`config.mk`:
```
export PLATFORM = sky130hd
export DESIGN_NAME = stream_delim_det
export DESIGN_NICKNAME = d
export VERILOG_FILES = /design/src/rtl/sdd_pkg.sv /design/src/rtl/sdd_window.sv /design/src/rtl/sdd_sticky.sv /design/src/rtl/stream_delim_det.sv
export SDC_FILE = /design/constraint.sdc
export NUM_CORES = 1
export LEC_CHECK = 0
export ABC_CLOCK_PERIOD_IN_PS = 4400
export BUFFER_PORTS_ARGS = -buffer_cell sky130_fd_sc_hd__buf_2
export CAP_MARGIN = 10
export CORE_UTILIZATION = 59
export CTS_CLUSTER_DIAMETER = 100
export CTS_CLUSTER_SIZE = 30
export DETAILED_ROUTE_END_ITERATION = 10
export PLACE_DENSITY_LB_ADDON = 0.2
export REMOVE_ABC_BUFFERS = 1
export SYNTH_ARGS = -nofsm -noshare
export SYNTH_HDL_FRONTEND = slang
export SYNTH_SLANG_ARGS = --single-unit
```
`constraint.sdc`:
```
create_clock -name clk_i -period 4.4 [get_ports clk_i]
set_input_delay 0.66 -clock clk_i [delete_from_list [all_inputs] [get_ports clk_i]]
set_output_delay 0.66 -clock clk_i [all_outputs]
set_load 0.02 [all_outputs]
```
`src/rtl/sdd_pkg.sv`:
```
package sdd_pkg;
  localparam int CG_W  = 5;
  localparam int NIB_W = 4;

  typedef logic [CG_W-1:0] cg_t;

  localparam cg_t CG_J = 5'b11000;
  localparam cg_t CG_K = 5'b10001;
  localparam cg_t CG_I = 5'b11111;
  localparam cg_t CG_T = 5'b01101;
  localparam cg_t CG_R = 5'b00111;

  typedef enum logic [2:0] {ST_IDLE, ST_SSD_K, ST_DATA, ST_END_R, ST_LOCK} st_e;

  typedef struct packed {
    logic             crs;
    logic             dv;
    logic             er;
    logic [NIB_W-1:0] nib;
  } rx_nib_t;

  // returns {valid, nibble}
  function automatic logic [NIB_W:0] dec_sym(cg_t c);
    unique case (c)
      5'b11110: dec_sym = 5'h10;
      5'b01001: dec_sym = 5'h11;
      5'b10100: dec_sym = 5'h12;
      5'b10101: dec_sym = 5'h13;
      5'b01010: dec_sym = 5'h14;
      5'b01011: dec_sym = 5'h15;
      5'b01110: dec_sym = 5'h16;
      5'b01111: dec_sym = 5'h17;
      5'b10010: dec_sym = 5'h18;
      5'b10011: dec_sym = 5'h19;
      5'b10110: dec_sym = 5'h1a;
      5'b10111: dec_sym = 5'h1b;
      5'b11010: dec_sym = 5'h1c;
      5'b11011: dec_sym = 5'h1d;
      5'b11100: dec_sym = 5'h1e;
      5'b11101: dec_sym = 5'h1f;
      default:  dec_sym = 5'h00;
    endcase
  endfunction
endpackage

```
`src/rtl/sdd_window.sv`:
```
module sdd_window
  import sdd_pkg::*;
(
  input  logic clk_i,
  input  logic rst_ni,
  input  cg_t  cg_i,
  output cg_t  cur_o,
  output logic is_jk_o,
  output logic is_ii_o,
  output logic is_tr_o,
  output logic noise_o
);
  localparam int WIN_W = 2 * CG_W;
  localparam int CNT_W = $clog2(WIN_W + 1);

  cg_t              cur_q;
  logic [WIN_W-1:0] zeros;
  logic [WIN_W:0]   zext;
  logic [CNT_W-1:0] runs;

  always_ff @(posedge clk_i or negedge rst_ni) begin
    if (!rst_ni) cur_q <= CG_I;
    else         cur_q <= cg_i;
  end

  assign zeros = ~{cur_q, cg_i};
  assign zext  = {1'b0, zeros};

  // count separate runs of zeros in the window
  always_comb begin
    runs = '0;
    for (int k = 0; k < WIN_W; k++)
      if (zext[k] && !zext[k+1]) runs = runs + CNT_W'(1);
  end

  assign cur_o   = cur_q;
  assign is_jk_o = (cur_q == CG_J) && (cg_i == CG_K);
  assign is_ii_o = (cur_q == CG_I) && (cg_i == CG_I);
  assign is_tr_o = (cur_q == CG_T) && (cg_i == CG_R);
  assign noise_o = (runs >= CNT_W'(2));
endmodule

```
`src/rtl/sdd_sticky.sv`:
```
module sdd_sticky #(
  parameter int N = 2
) (
  input  logic         clk_i,
  input  logic         rst_ni,
  input  logic [N-1:0] set_i,
  input  logic         clr_i,
  output logic [N-1:0] q_o
);
  for (genvar b = 0; b < N; b++) begin : g_bit
    always_ff @(posedge clk_i or negedge rst_ni) begin
      if (!rst_ni)       q_o[b] <= 1'b0;
      else if (set_i[b]) q_o[b] <= 1'b1;  // set wins over clear
      else if (clr_i)    q_o[b] <= 1'b0;
    end
  end
endmodule

```
`src/rtl/stream_delim_det.sv`:
```
module stream_delim_det
  import sdd_pkg::*;
(
  input  logic       clk_i,
  input  logic       rst_ni,
  input  logic [4:0] cg_i,
  input  logic       stat_clr_i,
  output logic       crs_o,
  output logic       rx_dv_o,
  output logic       rx_er_o,
  output logic [3:0] rxd_o,
  output logic       bad_ssd_o,
  output logic       bad_esd_o
);
  localparam int NUM_STAT = 2;
  localparam logic [NIB_W-1:0] NIB_PRE = 4'h5;
  localparam logic [NIB_W-1:0] NIB_FC  = 4'he;

  cg_t           cur;
  logic          is_jk, is_ii, is_tr, noise;
  st_e           st_q, st_d;
  rx_nib_t       out_q, out_d;
  logic          fc_ev, esd_ev;
  logic [NIB_W:0] dec;
  logic [NUM_STAT-1:0] stat_q;

  sdd_window u_win (
    .clk_i   (clk_i),
    .rst_ni  (rst_ni),
    .cg_i    (cg_i),
    .cur_o   (cur),
    .is_jk_o (is_jk),
    .is_ii_o (is_ii),
    .is_tr_o (is_tr),
    .noise_o (noise)
  );

  assign dec = dec_sym(cur);

  always_comb begin
    st_d   = st_q;
    out_d  = '0;
    fc_ev  = 1'b0;
    esd_ev = 1'b0;
    unique case (st_q)
      ST_IDLE: begin
        if (is_jk) begin
          out_d.crs = 1'b1;
          out_d.nib = NIB_PRE;
          st_d      = ST_SSD_K;
        end else if (!is_ii && noise) begin
          out_d.crs = 1'b1;
          out_d.er  = 1'b1;
          out_d.nib = NIB_FC;
          fc_ev     = 1'b1;
          st_d      = ST_LOCK;
        end
      end
      ST_SSD_K: begin
        out_d.crs = 1'b1;
        out_d.nib = NIB_PRE;
        st_d      = ST_DATA;
      end
      ST_DATA: begin
        out_d.crs = 1'b1;
        if (is_tr) begin
          st_d = ST_END_R;          // T,R shown as idle
        end else if (is_ii) begin
          out_d.dv = 1'b1;
          out_d.er = 1'b1;
          esd_ev   = 1'b1;
          st_d     = ST_IDLE;
        end else begin
          out_d.dv = 1'b1;
          if (dec[NIB_W]) out_d.nib = dec[NIB_W-1:0];
          else            out_d.er  = 1'b1;
        end
      end
      ST_END_R: begin
        out_d.crs = 1'b1;
        st_d      = ST_IDLE;
      end
      ST_LOCK: begin
        if (is_ii) st_d = ST_IDLE;
      end
      default: st_d = ST_IDLE;
    endcase
  end

  always_ff @(posedge clk_i or negedge rst_ni) begin
    if (!rst_ni) begin
      st_q  <= ST_IDLE;
      out_q <= '0;
    end else begin
      st_q  <= st_d;
      out_q <= out_d;
    end
  end

  sdd_sticky #(.N(NUM_STAT)) u_stat (
    .clk_i  (clk_i),
    .rst_ni (rst_ni),
    .set_i  ({esd_ev, fc_ev}),
    .clr_i  (stat_clr_i),
    .q_o    (stat_q)
  );

  assign crs_o     = out_q.crs;
  assign rx_dv_o   = out_q.dv;
  assign rx_er_o   = out_q.er;
  assign rxd_o     = out_q.nib;
  assign bad_ssd_o = stat_q[0];
  assign bad_esd_o = stat_q[1];
endmodule

```
== Yosys cells after proc, flatten, opt, wreduce, memory -nomap -nowiden ==
Memory sizes are Yosys's and may differ from the RTL's.
Index checks and enable logic that the tools add are counted.

* Reduce and logical (&&, ||, !) cells: 27
* Equal/unequal tests: 11
* $lt $le $gt $ge: 1
* $add $sub $neg: 9
* Bitwise gates (word level): 1
* Multiplexer cells: 37

{| class="wikitable"
|+ Operators with widths
! cell !! count
|-
| two-way mux 4 bit || 12
|-
| adder 4 x 1 -> 4 bit, second input constant || 9
|-
| == test 5 bit, second input constant || 4
|-
| two-way mux 1 bit || 15
|-
| logical AND 1 bit || 13
|-
| two-way mux 3 bit || 4
|-
| one-hot mux 3 bit (4 select lines) || 1
|-
| one-hot mux 4 bit (3 select lines) || 1
|-
| logical NOT 1 bit || 10
|-
| inverter 10 bit || 1
|-
| == test 3 x 2 -> 1 bit, second input constant || 2
|-
| two-way mux 6 bit || 1
|-
| == test 5 x 3 -> 1 bit, second input constant || 1
|-
| == test 5 x 4 -> 1 bit, second input constant || 1
|-
| two-way mux 5 bit || 1
|-
| greater-or-equal comparator 4 x 2 -> 1 bit, second input constant || 1
|-
| one-hot mux 1 bit (2 select lines) || 2
|-
| nonzero test 2 bit || 2
|-
| == test 3 x 1 -> 1 bit, second input constant || 1
|-
| == test 3 bit, second input constant || 1
|-
| logical NOT 3 bit || 1
|-
| inequality test 3 bit, second input constant || 1
|-
| OR reduction 3 bit || 1
|}

* Bits in read-only memories: 160
* Input port bits: 8
* Memories: 1
* Bits in registers: 17
* Logic and storage cells: 95

{| class="wikitable"
|+ Memory list
! name !! depth !! bits a word !! read ports !! clocked after Yosys merged registers in !! write ports !! line !! source
|-
| (name not given) || 32 || 5 || 1 || 0 || 0 || sdd_pkg.sv:24 || <nowiki>unique case (c)</nowiki>
|}

== Logic depth before layout (Yosys ltp) ==
* Depth after elaboration: 28
* Mapped depth: 27

== Modules after synthesis ==
From an unflattened synthesis, not the netlist that was laid out.

* Cell total of the unflattened synthesis: 221
* Area, all modules: 1878.1 sq um

{| class="wikitable"
|+ By module, submodules not included
! module !! instances !! cells each !! area each (sq um)
|-
| sdd_window || 1 || 148 || 1178.6
|-
| stream_delim_det || 1 || 68 || 630.6
|-
| sdd_sticky || 1 || 5 || 68.8
|}

== Worst setup path before layout ==
Ideal clock, no wire load.

* Path type: input to register
* Start: in cg_i[2]
* End: reg u_stat.q_o[0]
* Library setup time: 0.181 ns
* Arrival: 4.960 ns
* Path slack: -0.741 ns
* Stages: 27
* Cell sequence: nor2b_1 inv_1 ha_1 buf_2 xnor2_1 ha_1 a2bb2oi_1 nand2_1 xnor2_1 mux2i_1 ha_1 o22ai_1 o21bai_1 xor2_1 nand2_1 o21ai_0 ha_1 o21ai_0 a31oi_1 o21bai_1 ha_1 xor2_1 xnor2_1 nor3_1 nor2_1 o31ai_4 o22ai_1

* Cells in the longest elaborated chain, start to end: 26

{| class="wikitable"
|+ RTL lines
! what !! line !! source
|-
| from (decl) || stream_delim_det.sv:6 || <nowiki>input logic [4:0] cg_i,</nowiki>
|-
| inverter 10 bit || sdd_window.sv:26 || <nowiki>assign zeros = ~{cur_q, cg_i};</nowiki>
|-
| logical NOT 1 bit || sdd_window.sv:33 || <nowiki>if (zext[k] && !zext[k+1]) runs = runs + CNT_W'(1);</nowiki>
|-
| logical AND 1 bit || sdd_window.sv:33 ||
|-
| two-way mux 4 bit || sdd_window.sv:33 ||
|-
| adder 4 x 1 -> 4 bit || sdd_window.sv:33 ||
|-
| two-way mux 4 bit || sdd_window.sv:33 ||
|-
| adder 4 x 1 -> 4 bit || sdd_window.sv:33 ||
|-
| two-way mux 4 bit || sdd_window.sv:33 ||
|-
| [... 10 more ...] || - ||
|-
| adder 4 x 1 -> 4 bit || sdd_window.sv:33 ||
|-
| two-way mux 4 bit || sdd_window.sv:33 ||
|-
| greater-or-equal comparator 4 x 2 -> 1 bit || sdd_window.sv:40 || <nowiki>assign noise_o = (runs >= CNT_W'(2));</nowiki>
|-
| logical AND 1 bit || stream_delim_det.sv:51 || <nowiki>end else if (!is_ii && noise) begin</nowiki>
|-
| two-way mux 1 bit || stream_delim_det.sv:51 ||
|-
| two-way mux 1 bit (*) || stream_delim_det.sv:47 || <nowiki>if (is_jk) begin</nowiki>
|-
| two-way mux 1 bit (*) || stream_delim_det.sv:45 || <nowiki>unique case (st_q)</nowiki>
|-
| two-way mux 1 bit or nonzero test 2 bit (tied branches) || - ||
|-
| to (signal, indexed assignment) || sdd_sticky.sv:12 || <nowiki>if (!rst_ni) q_o[b] <= 1'b0;</nowiki>
|-
| to (signal, indexed assignment) || sdd_sticky.sv:13 || <nowiki>else if (set_i[b]) q_o[b] <= 1'b1;</nowiki>
|-
| to (signal, indexed assignment) || sdd_sticky.sv:14 || <nowiki>else if (clr_i) q_o[b] <= 1'b0;</nowiki>
|-
| to (decl) || sdd_sticky.sv:8 || <nowiki>output logic [N-1:0] q_o</nowiki>
|}

Every way passes the cells marked *; elsewhere a longest branch is shown, timed or not.
A chain may end at the register's enable or synchronous reset.

== Worst setup path after layout ==
* Start: in cg_i[2]
* End: reg st_q[2]

* Cells in the longest elaborated chain, start to end: 23

{| class="wikitable"
|+ RTL lines
! what !! line !! source
|-
| inverter 10 bit || sdd_window.sv:26 ||
|-
| logical NOT 1 bit || sdd_window.sv:33 ||
|-
| logical AND 1 bit || sdd_window.sv:33 ||
|-
| two-way mux 4 bit || sdd_window.sv:33 ||
|-
| adder 4 x 1 -> 4 bit || sdd_window.sv:33 ||
|-
| two-way mux 4 bit || sdd_window.sv:33 ||
|-
| adder 4 x 1 -> 4 bit || sdd_window.sv:33 ||
|-
| two-way mux 4 bit || sdd_window.sv:33 ||
|-
| [... 7 more ...] || - ||
|-
| two-way mux 4 bit || sdd_window.sv:33 ||
|-
| adder 4 x 1 -> 4 bit || sdd_window.sv:33 ||
|-
| two-way mux 4 bit || sdd_window.sv:33 ||
|-
| adder 4 x 1 -> 4 bit || sdd_window.sv:33 ||
|-
| two-way mux 4 bit || sdd_window.sv:33 ||
|-
| greater-or-equal comparator 4 x 2 -> 1 bit || sdd_window.sv:40 ||
|-
| logical AND 1 bit || stream_delim_det.sv:51 ||
|-
| inequality test 3 bit (no source line) || - ||
|-
| to (signal assigned) || stream_delim_det.sv:95 || <nowiki>st_q <= st_d;</nowiki>
|-
| to (decl) || stream_delim_det.sv:21 || <nowiki>st_e st_q, st_d;</nowiki>
|}

Several ways; a longest one is shown, not always the timed one.

==> reports/qor.csv <==
stage,metric,value,unit
timing,maxSlewViolCount,0,
flow_run,cap_violations,0,
detailed_routing,drt_pass1_iterations,4,
cts,root_buffer,clkbuf_4,
cts,cts_made_buffers,3,
die,core_area,0.002567,mm^2
yosys,synth_top_cells_by_count,"nand2_1, ha_1, inv_1, o21ai_0, dfrtp_1",
setup_path,end_kind,flop,
final_layout,final_util,84.06,%
die,die_x,54.95,um
yosys,ys_seq_area_share,26.10,%
yosys,synthXorXnorAreaFrac,11.80,%
detailed_routing,drt_wl_total,4334,um
global_routing,grt_pass1_wl,6555,um
timing,slew_headroom,51.24,%
detailed_routing,ant_nets,0,
yosys,postSynthCellCount,195,
yosys,synthAdderAreaFrac,10.59,%
yosys,synth_area_leaders,"dfrtp_1, ha_1, dfstp_2",
setup_path,critical_path_class,in2reg,
yosys,synth-edff-count,0,
placement,dp_hpwl,2896,um
yosys,synth_top_family_by_area,simple AND/OR/NAND/NOR gates,
yosys,synth-compound-area-share,20.05,%
cts,cts_hold_buf,0,
pwr,p_leak,1.001,nW
cts,h-tree-depth,1,
run_status,status,"finished, violations left",
final_layout,antenna_cells,0,
yosys,ys_seq_elements,17,
die,io_pins,17,
setup_path,worst_ep_arrival_time,5.06,ns
placement,port_buffers,16,
global_routing,overflow,0,
die,die_y,54.95,um
global_routing,grt_max_degree,18,
timing,setup_viol,7,
die,start_util,64.42,%
global_routing,grt_pass1_vias,1503,
timing,rsz0062_at_grt,yes,
timing,hold_viol,0,
pwr,pwr_density_cell,258.2,mW/mm^2
yosys,synth_cell_types,48,
yosys,synth_top_area_share,18.15,%
yosys,synthMuxAreaShare,2.496,%
setup_path,worstPathMaxFanout,6,
cts,clk_pin_slew,0.09,ns
global_routing,antenna_found_initial,0,
run_status,violations,negative setup slack,
die,core.rowCount,18,
yosys,yosysWarnings,0,
yosys,synth.most_common_cell,nand2_1,
final_layout,stdcell_count,269,
detailed_routing,first_iter_violations,49,
setup_path,worstSetupStartpointType,input port,
timing,final.min_clock_period,4.874,ns
yosys,synth.avg_cell_area,8.482,um^2
cts,cts_tree,yes,
placement,globalplace.congestion,0.8809,
yosys,syn_area,0.001654,mm^2
yosys,synthFlopType,dfrtp_1,
timing,setup_tns,-2.831,ns
yosys,synth_top_cell_by_area,dfrtp_1,
global_routing,grt_usage,30.02,%
setup_path,cp.required,4.59,ns
timing,worst_slew_pin_slew,0.7299,ns
detailed_routing,avgViaCountPerCell,6.052,
yosys,async_reset_ff_share,100.0,%
hold_path,min_path_type,in2async,
pwr,irDropWorstVdd,258.5,uV
yosys,synthSimpleGateAreaFrac,23.07,%
cts,cts_max_path_buffers,2,
final_layout,nNetsFinal,262,
timing,fmax,205.2,MHz
timing,setup_ws,-0.4736,ns
detailed_routing,detail_route.wl_per_cell,16.11,um
die,die_area,0.003020,mm^2
cts,cts.sink_count,17,
final_layout,drive_above_1_share,38.49,%
timing,finalCritPeriodShare,110.8,%
detailed_routing,drc,0,
timing,fin_skew,0.0004644,ns
cts,insertion_delay,0.29,ns
pwr,power,0.5573,mW
final_layout,area_growth,30.48,%
detailed_routing,via_count,1628,
placement,placedCellCount,259,
cell families after synthesis:
family,Yosys count
flip-flops,17
XOR/XNOR,19
AND/OR/NAND/NOR,72
multiplexers,4
AO/OA/AOI/OAI,46
buffers and inverters,23
adder cells (fa/ha/maj),14
through the flow:
stage	setup WS [ns]	hold slack (ns)	cell area, um^2
6_report	-0.4736	0.2664	2158
5_1_grt	-0.7833	0.2931	2158
4_1_cts	-0.4668	0.2767	2090
3_5_place_dp	-1.008	0.5134	1933
3_3_place_gp	-0.8748	0.5127	1933
2_1_floorplan	-0.7127	0.3644	1605
routing by layer:
metal | part of all wire [%] | global-route usage [%] | vias to the layer above
met5 | 0 | 0 | -
li1 | - | - | 783
met4 | 1.9 | 8.750 | 0
met3 | 5.9 | 5.464 | 12
met1 | 41 | 37.00 | 761
met2 | 51 | 52.81 | 72
report_power, final:
| group | total, mW | switching (mW) | internal (mW) |
|---|---|---|---|
| registers | 0.169 | 0.00843 | 0.161 |
| clock network | 0.0818 | 0.0465 | 0.0353 |
| logic | 0.306 | 0.149 | 0.157 |
| total | 0.557 | 0.204 | 0.354 |
layout by cell type (no fill, tap or decap), types with 4 or more instances in the layout:
master / instances
buf_4: 34
nand2_1: 19
buf_2: 14
inv_1: 12
dfrtp_1: 12
ha_1: 11
o21ai_0: 10
nor2_1: 8
nand3_1: 7
xnor2_1: 7
a21oi_1: 6
xor2_1: 6
a31oi_1: 5
o21ai_1: 5
dfstp_2: 5
nand4_1: 4
nor2b_1: 4
nand2b_1: 4
nor3_1: 4
final cells by class:
| class | count | area (um^2) |
|---|---|---|
| Inverter | 13 | 48.80 |
| Tap cell | 30 | 37.54 |
| Timing Repair Buffer | 50 | 351.6 |
| Clock buffer | 4 | 26.28 |
| Fill cell | 156 | 409.1 |
| Sequential cell | 17 | 431.7 |
| Multi-Input combinational cell | 155 | 1262 |
worst max-delay path: stages:
cell,delay (ns)
buf_6,0.09
buf_4,0.15
nand2b_2,0.23
nand2_2,0.09
o21ai_2,0.06
ha_1,0.30
a2bb2oi_2,0.18
nand2_2,0.10
xnor2_2,0.17
mux2i_1,0.10
ha_1,0.33
o22ai_2,0.14
o21bai_4,0.17
xor2_2,0.19
nand2_1,0.07
o21ai_1,0.10
ha_1,0.27
o21ai_1,0.16
a31oi_1,0.08
o21bai_1,0.19
ha_2,0.20
xor2_2,0.15
xnor2_1,0.19
nor3_2,0.07
buf_4,0.15
nor3_2,0.10
nor2_1,0.07
a2111oi_2,0.28
worst paths after layout:
kind	start	cells after the start	slack, ns	to
min in group clk_i	u_stat.q_o[1]$_DFFE_PN0P_	2	0.54	u_stat.q_o[1]$_DFFE_PN0P_
setup reg to reg	u_win.cur_o[0]$_DFF_PN1_	21	0.33	st_q[2]$_DFFE_PN0P_
max in group asynchronous	rst_ni	1	3.83	u_win.cur_o[3]$_DFF_PN1_
setup / recovery	cg_i[2]	28	-0.47	st_q[2]$_DFFE_PN0P_
hold / removal	rst_ni	1	0.27	u_stat.q_o[0]$_DFFE_PN0P_
hold reg to reg	u_stat.q_o[1]$_DFFE_PN0P_	2	0.54	u_stat.q_o[1]$_DFFE_PN0P_
flip-flops by register name (all words and copies together) (netlist names):
register	flops
u_stat.q_o	2
u_win.cur_o	5
rx_dv_o	1
st_q	3
rxd_o	4
rx_er_o	1
crs_o	1
timing repair:
action,in CTS,in global routing
gates resized for setup,26,7
endpoints found under the setup margin,7,7
pin swaps,23,12
setup buffers,3,4
(Power assumes the default switching activity.)
